--- src/rtl/acc_alu_pkg.sv ---
package acc_alu_pkg;
  typedef enum logic [3:0] {
    OP_ADD = 4'd0,
    OP_SUB = 4'd1,
    OP_AND = 4'd2,
    OP_OR  = 4'd3,
    OP_XOR = 4'd4,
    OP_ASL = 4'd5,
    OP_LSR = 4'd6,
    OP_ROL = 4'd7,
    OP_ROR = 4'd8,
    OP_INC = 4'd9,
    OP_DEC = 4'd10,
    OP_CMP = 4'd11,
    OP_BIT = 4'd12
  } alu_op_e;
endpackage

--- src/rtl/acc_alu_adder.sv ---
// Shared adder: add, subtract, compare, increment and decrement all use it.
module acc_alu_adder
  import acc_alu_pkg::*;
#(
  parameter int W = 8
) (
  input  logic [3:0]   i_op,
  input  logic [W-1:0] i_a,
  input  logic [W-1:0] i_b,
  input  logic         i_cin,
  output logic [W-1:0] o_sum,
  output logic         o_c,
  output logic         o_v
);
  localparam int MSB = W - 1;

  logic [W-1:0] y;
  logic         c0;
  logic [W:0]   wide;

  always_comb begin
    case (alu_op_e'(i_op))
      OP_SUB:  begin y = ~i_b;        c0 = i_cin; end
      OP_CMP:  begin y = ~i_b;        c0 = 1'b1;  end
      OP_INC:  begin y = '0;          c0 = 1'b1;  end
      OP_DEC:  begin y = '1;          c0 = 1'b0;  end
      default: begin y = i_b;         c0 = i_cin; end
    endcase
    wide = {1'b0, i_a} + {1'b0, y} + {{W{1'b0}}, c0};
  end

  assign o_sum = wide[W-1:0];
  assign o_c   = wide[W];
  assign o_v   = (i_a[MSB] == y[MSB]) && (wide[MSB] != i_a[MSB]);
endmodule

--- src/rtl/acc_alu_logic.sv ---
// Bitwise unit: the AND output also feeds the bit-test flags.
module acc_alu_logic #(
  parameter int W = 8
) (
  input  logic [W-1:0] i_a,
  input  logic [W-1:0] i_b,
  output logic [W-1:0] o_and,
  output logic [W-1:0] o_or,
  output logic [W-1:0] o_xor
);
  assign o_and = i_a & i_b;
  assign o_or  = i_a | i_b;
  assign o_xor = i_a ^ i_b;
endmodule

--- src/rtl/acc_alu_shift.sv ---
// One-place shifter: logical shifts fill with zero, rotates pass through carry.
module acc_alu_shift
  import acc_alu_pkg::*;
#(
  parameter int W = 8
) (
  input  logic [3:0]   i_op,
  input  logic [W-1:0] i_a,
  input  logic         i_cin,
  output logic [W-1:0] o_res,
  output logic         o_c
);
  always_comb begin
    case (alu_op_e'(i_op))
      OP_ASL:  {o_c, o_res} = {i_a, 1'b0};
      OP_LSR:  {o_res, o_c} = {1'b0, i_a};
      OP_ROL:  {o_c, o_res} = {i_a, i_cin};
      OP_ROR:  {o_res, o_c} = {i_cin, i_a};
      default: {o_c, o_res} = {i_cin, i_a};
    endcase
  end
endmodule

--- src/rtl/acc_alu.sv ---
module acc_alu
  import acc_alu_pkg::*;
#(
  parameter int W = 8
) (
  input  logic [W-1:0] i_a,
  input  logic [W-1:0] i_b,
  input  logic [3:0]   i_op,
  input  logic         i_cin,
  input  logic         i_vin,
  input  logic         i_zin,
  input  logic         i_nin,
  output logic [W-1:0] o_res,
  output logic         o_c,
  output logic         o_v,
  output logic         o_z,
  output logic         o_n
);
  localparam int MSB  = W - 1;
  localparam int VBIT = W - 2;

  if (W != 8 && W != 16) begin : g_bad_width
    $error("acc_alu: W must be 8 or 16");
  end

  logic [W-1:0] add_sum, and_r, or_r, xor_r, sh_res;
  logic         add_c, add_v, sh_c;

  acc_alu_adder #(.W(W)) u_adder (
    .i_op(i_op), .i_a(i_a), .i_b(i_b), .i_cin(i_cin),
    .o_sum(add_sum), .o_c(add_c), .o_v(add_v)
  );

  acc_alu_logic #(.W(W)) u_logic (
    .i_a(i_a), .i_b(i_b), .o_and(and_r), .o_or(or_r), .o_xor(xor_r)
  );

  acc_alu_shift #(.W(W)) u_shift (
    .i_op(i_op), .i_a(i_a), .i_cin(i_cin), .o_res(sh_res), .o_c(sh_c)
  );

  logic [W-1:0] res;
  logic         c, v, z, n, upd_zn;

  always_comb begin
    res    = i_a;
    c      = i_cin;
    v      = i_vin;
    z      = i_zin;
    n      = i_nin;
    upd_zn = 1'b0;
    case (alu_op_e'(i_op))
      OP_ADD, OP_SUB: begin
        res = add_sum; c = add_c; v = add_v; upd_zn = 1'b1;
      end
      OP_AND: begin res = and_r; upd_zn = 1'b1; end
      OP_OR:  begin res = or_r;  upd_zn = 1'b1; end
      OP_XOR: begin res = xor_r; upd_zn = 1'b1; end
      OP_ASL, OP_LSR, OP_ROL, OP_ROR: begin
        res = sh_res; c = sh_c; upd_zn = 1'b1;
      end
      OP_INC, OP_DEC: begin res = add_sum; upd_zn = 1'b1; end
      OP_CMP: begin
        c = add_c; z = (add_sum == '0); n = add_sum[MSB];
      end
      OP_BIT: begin
        z = (and_r == '0); n = and_r[MSB]; v = and_r[VBIT];
      end
      default: ;
    endcase
    if (upd_zn) begin
      z = (res == '0);
      n = res[MSB];
    end
  end

  assign o_res = res;
  assign o_c   = c;
  assign o_v   = v;
  assign o_z   = z;
  assign o_n   = n;
endmodule

--- config.mk ---
export PLATFORM = sky130hd
export DESIGN_NAME = acc_alu
export DESIGN_NICKNAME = d
export VERILOG_FILES = /design/src/rtl/acc_alu_pkg.sv /design/src/rtl/acc_alu_adder.sv /design/src/rtl/acc_alu_logic.sv /design/src/rtl/acc_alu_shift.sv /design/src/rtl/acc_alu.sv
export SDC_FILE = /design/constraint.sdc
export NUM_CORES = 1
export LEC_CHECK = 0
export BUFFER_PORTS_ARGS = -buffer_cell sky130_fd_sc_hd__buf_2
export CORE_MARGIN = 2
export CORE_UTILIZATION = 26
export DETAILED_ROUTE_END_ITERATION = 8
export SLEW_MARGIN = 20
export SYNTH_ARGS = -nofsm -noshare
export SYNTH_HDL_FRONTEND = slang
export SYNTH_SLANG_ARGS = --single-unit
--- constraint.sdc ---
create_clock -name vclk -period 7.1
set_clock_uncertainty 0.1 [all_clocks]
set_input_delay 1.065 -clock vclk [all_inputs]
set_output_delay 1.065 -clock vclk [all_outputs]
set_load 0.005 [all_outputs]
* Word-level counts from Yosys, hierarchy flattened *
Cells that the tools add are included.

word-level totals
  flip-flop bits (word level) = 0
  bits in latches = 0
  RAM bits = 0
  memory bits (read-only) = 0
  input port bits = 24
  output and inout port bits = 12
  logic and storage cells = 46
  memories = 0

operators by class
  add/subtract/negate cells = 2
  multipliers = 0
  div/mod/pow operators = 0
  order comparisons = 0
  equality and inequality tests = 14
  shifts and indexed selects = 0
  multiplexer cells = 12
  bitwise gates (word level) = 4
  reduce and logical (&&, ||, !) cells = 14

operator list
  cell                  number
  $pmux W8 S5           1
  $pmux W8 S4           1
  $logic_not A8 Y1      3
  $pmux W8 S3           1
  $eq A4 B4 Y1 const B  5
  $eq A4 B3 Y1 const B  4
  $pmux W1 S2           6
  $reduce_or A11 Y1     1
  $reduce_or A2 Y1      5
  $add A8 B8 Y9         1
  $add A9 B1 Y9         1
  $and A8 B8 Y8         1
  $eq A4 B2 Y1 const B  2
  $not A8 Y8            1
  $or A8 B8 Y8          1
  $reduce_or A4 Y1      2
  $xor A8 B8 Y8         1
  $eq A4 B1 Y1 const B  1
  $logic_not A4 Y1      1
  $mux W1               3
  $reduce_or A3 Y1      1
  $eq A1 B1 Y1          1
  $logic_and A1 B1 Y1   1
  $ne A1 B1 Y1          1

* Depth between registers and ports, before layout *
  depth after elaboration = 8
  mapped depth = 16
  depth with buffers taken out = 13

* Cells and area by module *
A second synthesis with hierarchy kept.

second synthesis, totals
  cell total of the unflattened synthesis = 300
  area total of the unflattened synthesis = 2064.5 µm²

modules (own cells, without submodules)
  module         instances  cells an instance  area each (µm²)  seq. area each (µm²)
  acc_alu        1          149                974.7            0.0
  acc_alu_adder  1          83                 578.1            0.0
  acc_alu_logic  1          40                 290.3            0.0
  acc_alu_shift  1          28                 221.5            0.0

* Worst setup path before layout *
OpenSTA, ideal clock, no wires.

  path type = input -> output
  start point = in i_op[0]
  end point = out o_z
  arrival = 4.837 ns
  data required time = 5.935 ns
  setup slack = 1.098 ns
  cell stages on the path = 15
  buffers on the path = 4
  path through = buf_4 -> buf_2 -> buf_2 -> buf_1 -> nand2_1 -> a221o_1 -> fa_1 -> fa_1 -> a211oi_1 -> nor2_1 -> xor2_1 -> a221oi_1 -> or2b_1 -> a2111o_1 -> o2bb2ai_1

on the way
  longest elaborated chain between the ends = 8
  elaborated cells on any way between the ends = 29
  those cells by class = add/sub (2); eq/ne (12); mux (7); reduce/logical (8)

RTL lines
  what                                             RTL line                            text
  start: declaration                               acc_alu.sv:8                        input logic [3:0] i_op,
  $eq A4 B1 Y1 or $eq A4 B4 Y1 (tied branches)     acc_alu_adder.sv:22, acc_alu.sv:52
  $reduce_or A2 Y1 (no source line)                -
  $pmux W8 S3                                      acc_alu_adder.sv:22                 case (alu_op_e'(i_op))
  $add A8 B8 Y9                                    acc_alu_adder.sv:29                 wide = {1'b0, i_a} + {1'b0, y} + {{W{1'b0}}, c0};
  $add A9 B1 Y9                                    acc_alu_adder.sv:29
  $pmux W8 S5 or $logic_not A8 Y1 (tied branches)  acc_alu.sv:52, acc_alu.sv:64
  $logic_not A8 Y1 or $pmux W1 S2 (tied branches)  acc_alu.sv:72, acc_alu.sv:52
  $mux W1 *                                        acc_alu.sv:71                       if (upd_zn) begin
  end: declaration                                 acc_alu.sv:16                       output logic o_z,

Mark *: on every way between the ends. The rest lies on a longest branch, timed or not.

* Worst setup path after layout *
  start point = in i_op[2]
  end point = out o_z

The elaborated chain is that of the path after synthesis.

==> impl_results.md <==
- Routed len/inst: 17.6 um
- Slew headroom: 0.560
- Fillers: 741
- Final worst-path cycle share: 0.881
- Setup Crit Path Kind: in2out
- Syn nets: 314
- Req. time, crit path: 5.93 ns
- DRT iter0 DRCs: 322
- Synth-to-Final Area Change: 13.3%
- Aggregate negative setup slack: 0 ns
- Layout net count: 340
- Synth Area per Inst: 6.77 sq um
- Total gr overflow: 0
- Final setup viols: 0
- Fin. max-slew vios: 0
- # rows: 30
- Maximum vdd drop: 22.3 uV
- Die footprint: 7580 sq um
- Core Region: 6720 sq um
- Critical path's largest stage delay: 0.45 ns
- Share of cells above drive strength 1: 0.163
- Cell Chain, Critical Path: buf_2 > inv_1 > nand2_1 > a221o_1 > fa_1 > fa_1 > a211oi_1 > nor2_1 > xor2_1 > a221oi_1 > or2b_1 > a2111o_1 > o2bb2ai_1 > buf_2
- # DRC: 0
- Minimum clock period: 6.26 ns
- Post_cts resized: 0
- Register area share after synthesis: 0
- Yosys warning total: 0
- Hold Crit Class: in2out
- Die Span Y: 87.0 um
- Highest clock rate: 0.160 GHz
- Worst path slowest cell: a221o_1
- Clock buffer count: 0
- Count of cell types in the netlist: 56
- DR vias: 2170
- Post-DRT Antenna Nets: 0
- Final hold vios: 0
- DR vias/cell: 5.88
- Crit. End Element: output pin
- Flip-flop and latch area: 0 sq um
- Post-Syn Instances: 265
- Final std cells w/o fill: 369
- Synth Cell Area: 1790 sq um
- Leakage power: 0.948 nW
- Global-route wire length before repair: 10.1 mm
- I/O pin total: 36
- Max_cap viols: 0
- Setup Buffers After CTS: 0
- Final HPWL DP: 5.00 mm
- Crit-path max FO: 18
- N_diodes: 0
- Most frequent cells in the layout: buf_2 (36), nor2_1 (25), inv_1 (23), a21oi_1 (23), ha_1 (23)
- # port buffers: 36
- Total wire length: 6.50 mm
- PD cells: 84.6 nW/um^2
- Initial antenna violation count: 0
- Final Wtd Congestion: 0.925
- Slew @ Worst Pin: 0.660 ns
- Hold Slack: 2.44 ns
- Total track usage: 0.165
- Status: finished, final reports clean
- CTS Hold Bufs: 0
- 1st-pass router iterations: 5
- Post-Place Cells: 369
- Initial Util: 0.267
- Vias in the first global route: 1977
- Commonest non-fill, non-tap cell in the layout: buf_2
- Seq Cell Count: 0
- Worst Path Arrival: 5.09 ns
- Unrepaired setup endpoints after global routing: no
- CP Launch Type: input port
- Overall power: 0.000172 W
- Die Wd: 87.0 um
- Largest net degree at the start of global routing: 36
==> power by group <==
group | switching, W | internal (W)
Clock | 0 | 0
Combinational | 0.0000994 | 0.0000724
Sequential | 0 | 0
==> cells in the mapped netlist, types with 2 or more instances <==
master,n,area (sq um)
nand2_1,19,71.3
o221ai_1,3,26.3
and2_1,3,18.8
xor2_1,2,17.5
a22o_1,3,26.3
mux2i_1,10,100
ha_1,23,288
buf_1,5,18.8
fa_1,2,40.0
clkbuf_1,4,15.0
a21o_1,5,37.5
nand3_1,8,40.0
a211oi_1,2,15.0
a21oi_1,23,115
a221o_1,9,90.1
buf_2,7,35.0
o32a_1,3,30.0
a31oi_1,4,25.0
nor4_1,2,12.5
nor2_1,25,93.8
a22oi_1,5,37.5
nor3b_1,2,15.0
nor3_1,6,30.0
inv_1,23,86.3
nor2b_1,4,25.0
o21bai_1,2,15.0
o2bb2ai_1,5,43.8
a32o_1,2,20.0
o31ai_1,2,15.0
o21ai_0,12,60.1
a32oi_1,2,17.5
and3_1,2,12.5
nand4b_1,2,17.5
nand2b_1,5,31.3
a221oi_1,6,52.6
xnor2_1,3,26.3
==> worst paths after layout <==
kind / start / endpoint / cells after the start
worst max-delay path: i_op[2] / o_z / 14
worst min-delay path: i_vin / o_v / 4
==> cell type report <==
type                       count  area, sq um  share of cell area
tap                           80          100              0.0493
inverter                      24         90.1              0.0444
timing repair buffer          42          225               0.111
multi-input combinational    223         1620               0.795
==> per-layer routing <==
metal / GRT usage / vias up / share of wire
li1: - / 1041 / -
met2: 0.283 / 91 / 0.48
met5: 0 / - / 0
met3: 0.0171 / 10 / 0.068
met4: 0.0313 / 0 / 0.022
met1: 0.225 / 1028 / 0.43
==> kinds of logic after synthesis <==
logic type / Yosys count / synth area share
simple gates: 85 / 0.237
buf+inv: 42 / 0.0991
fa+ha+maj: 25 / 0.183
compound gates: 96 / 0.387
mux: 12 / 0.0705
xor+xnor: 5 / 0.0244
==> per-stage QoR <==
step	cell area (sq um)	setup slack, ns	util
2_1_floorplan	1790	1.10	-
3_3_place_gp	2030	1.01	0.302
3_5_place_dp	2030	0.927	0.302
4_1_cts	2030	0.924	0.302
5_1_grt	2030	0.577	0.302
6_report	2030	0.842	0.302
==> critical path: cells and delay by family <==
kind / cells / cell delay [ns]
simple gates: 3 / 0.72
xor+xnor: 1 / 0.16
compound gates: 5 / 1.60
buf+inv: 3 / 0.67
fa+ha+maj: 2 / 0.87
Power figures use the tool's default switching activity.
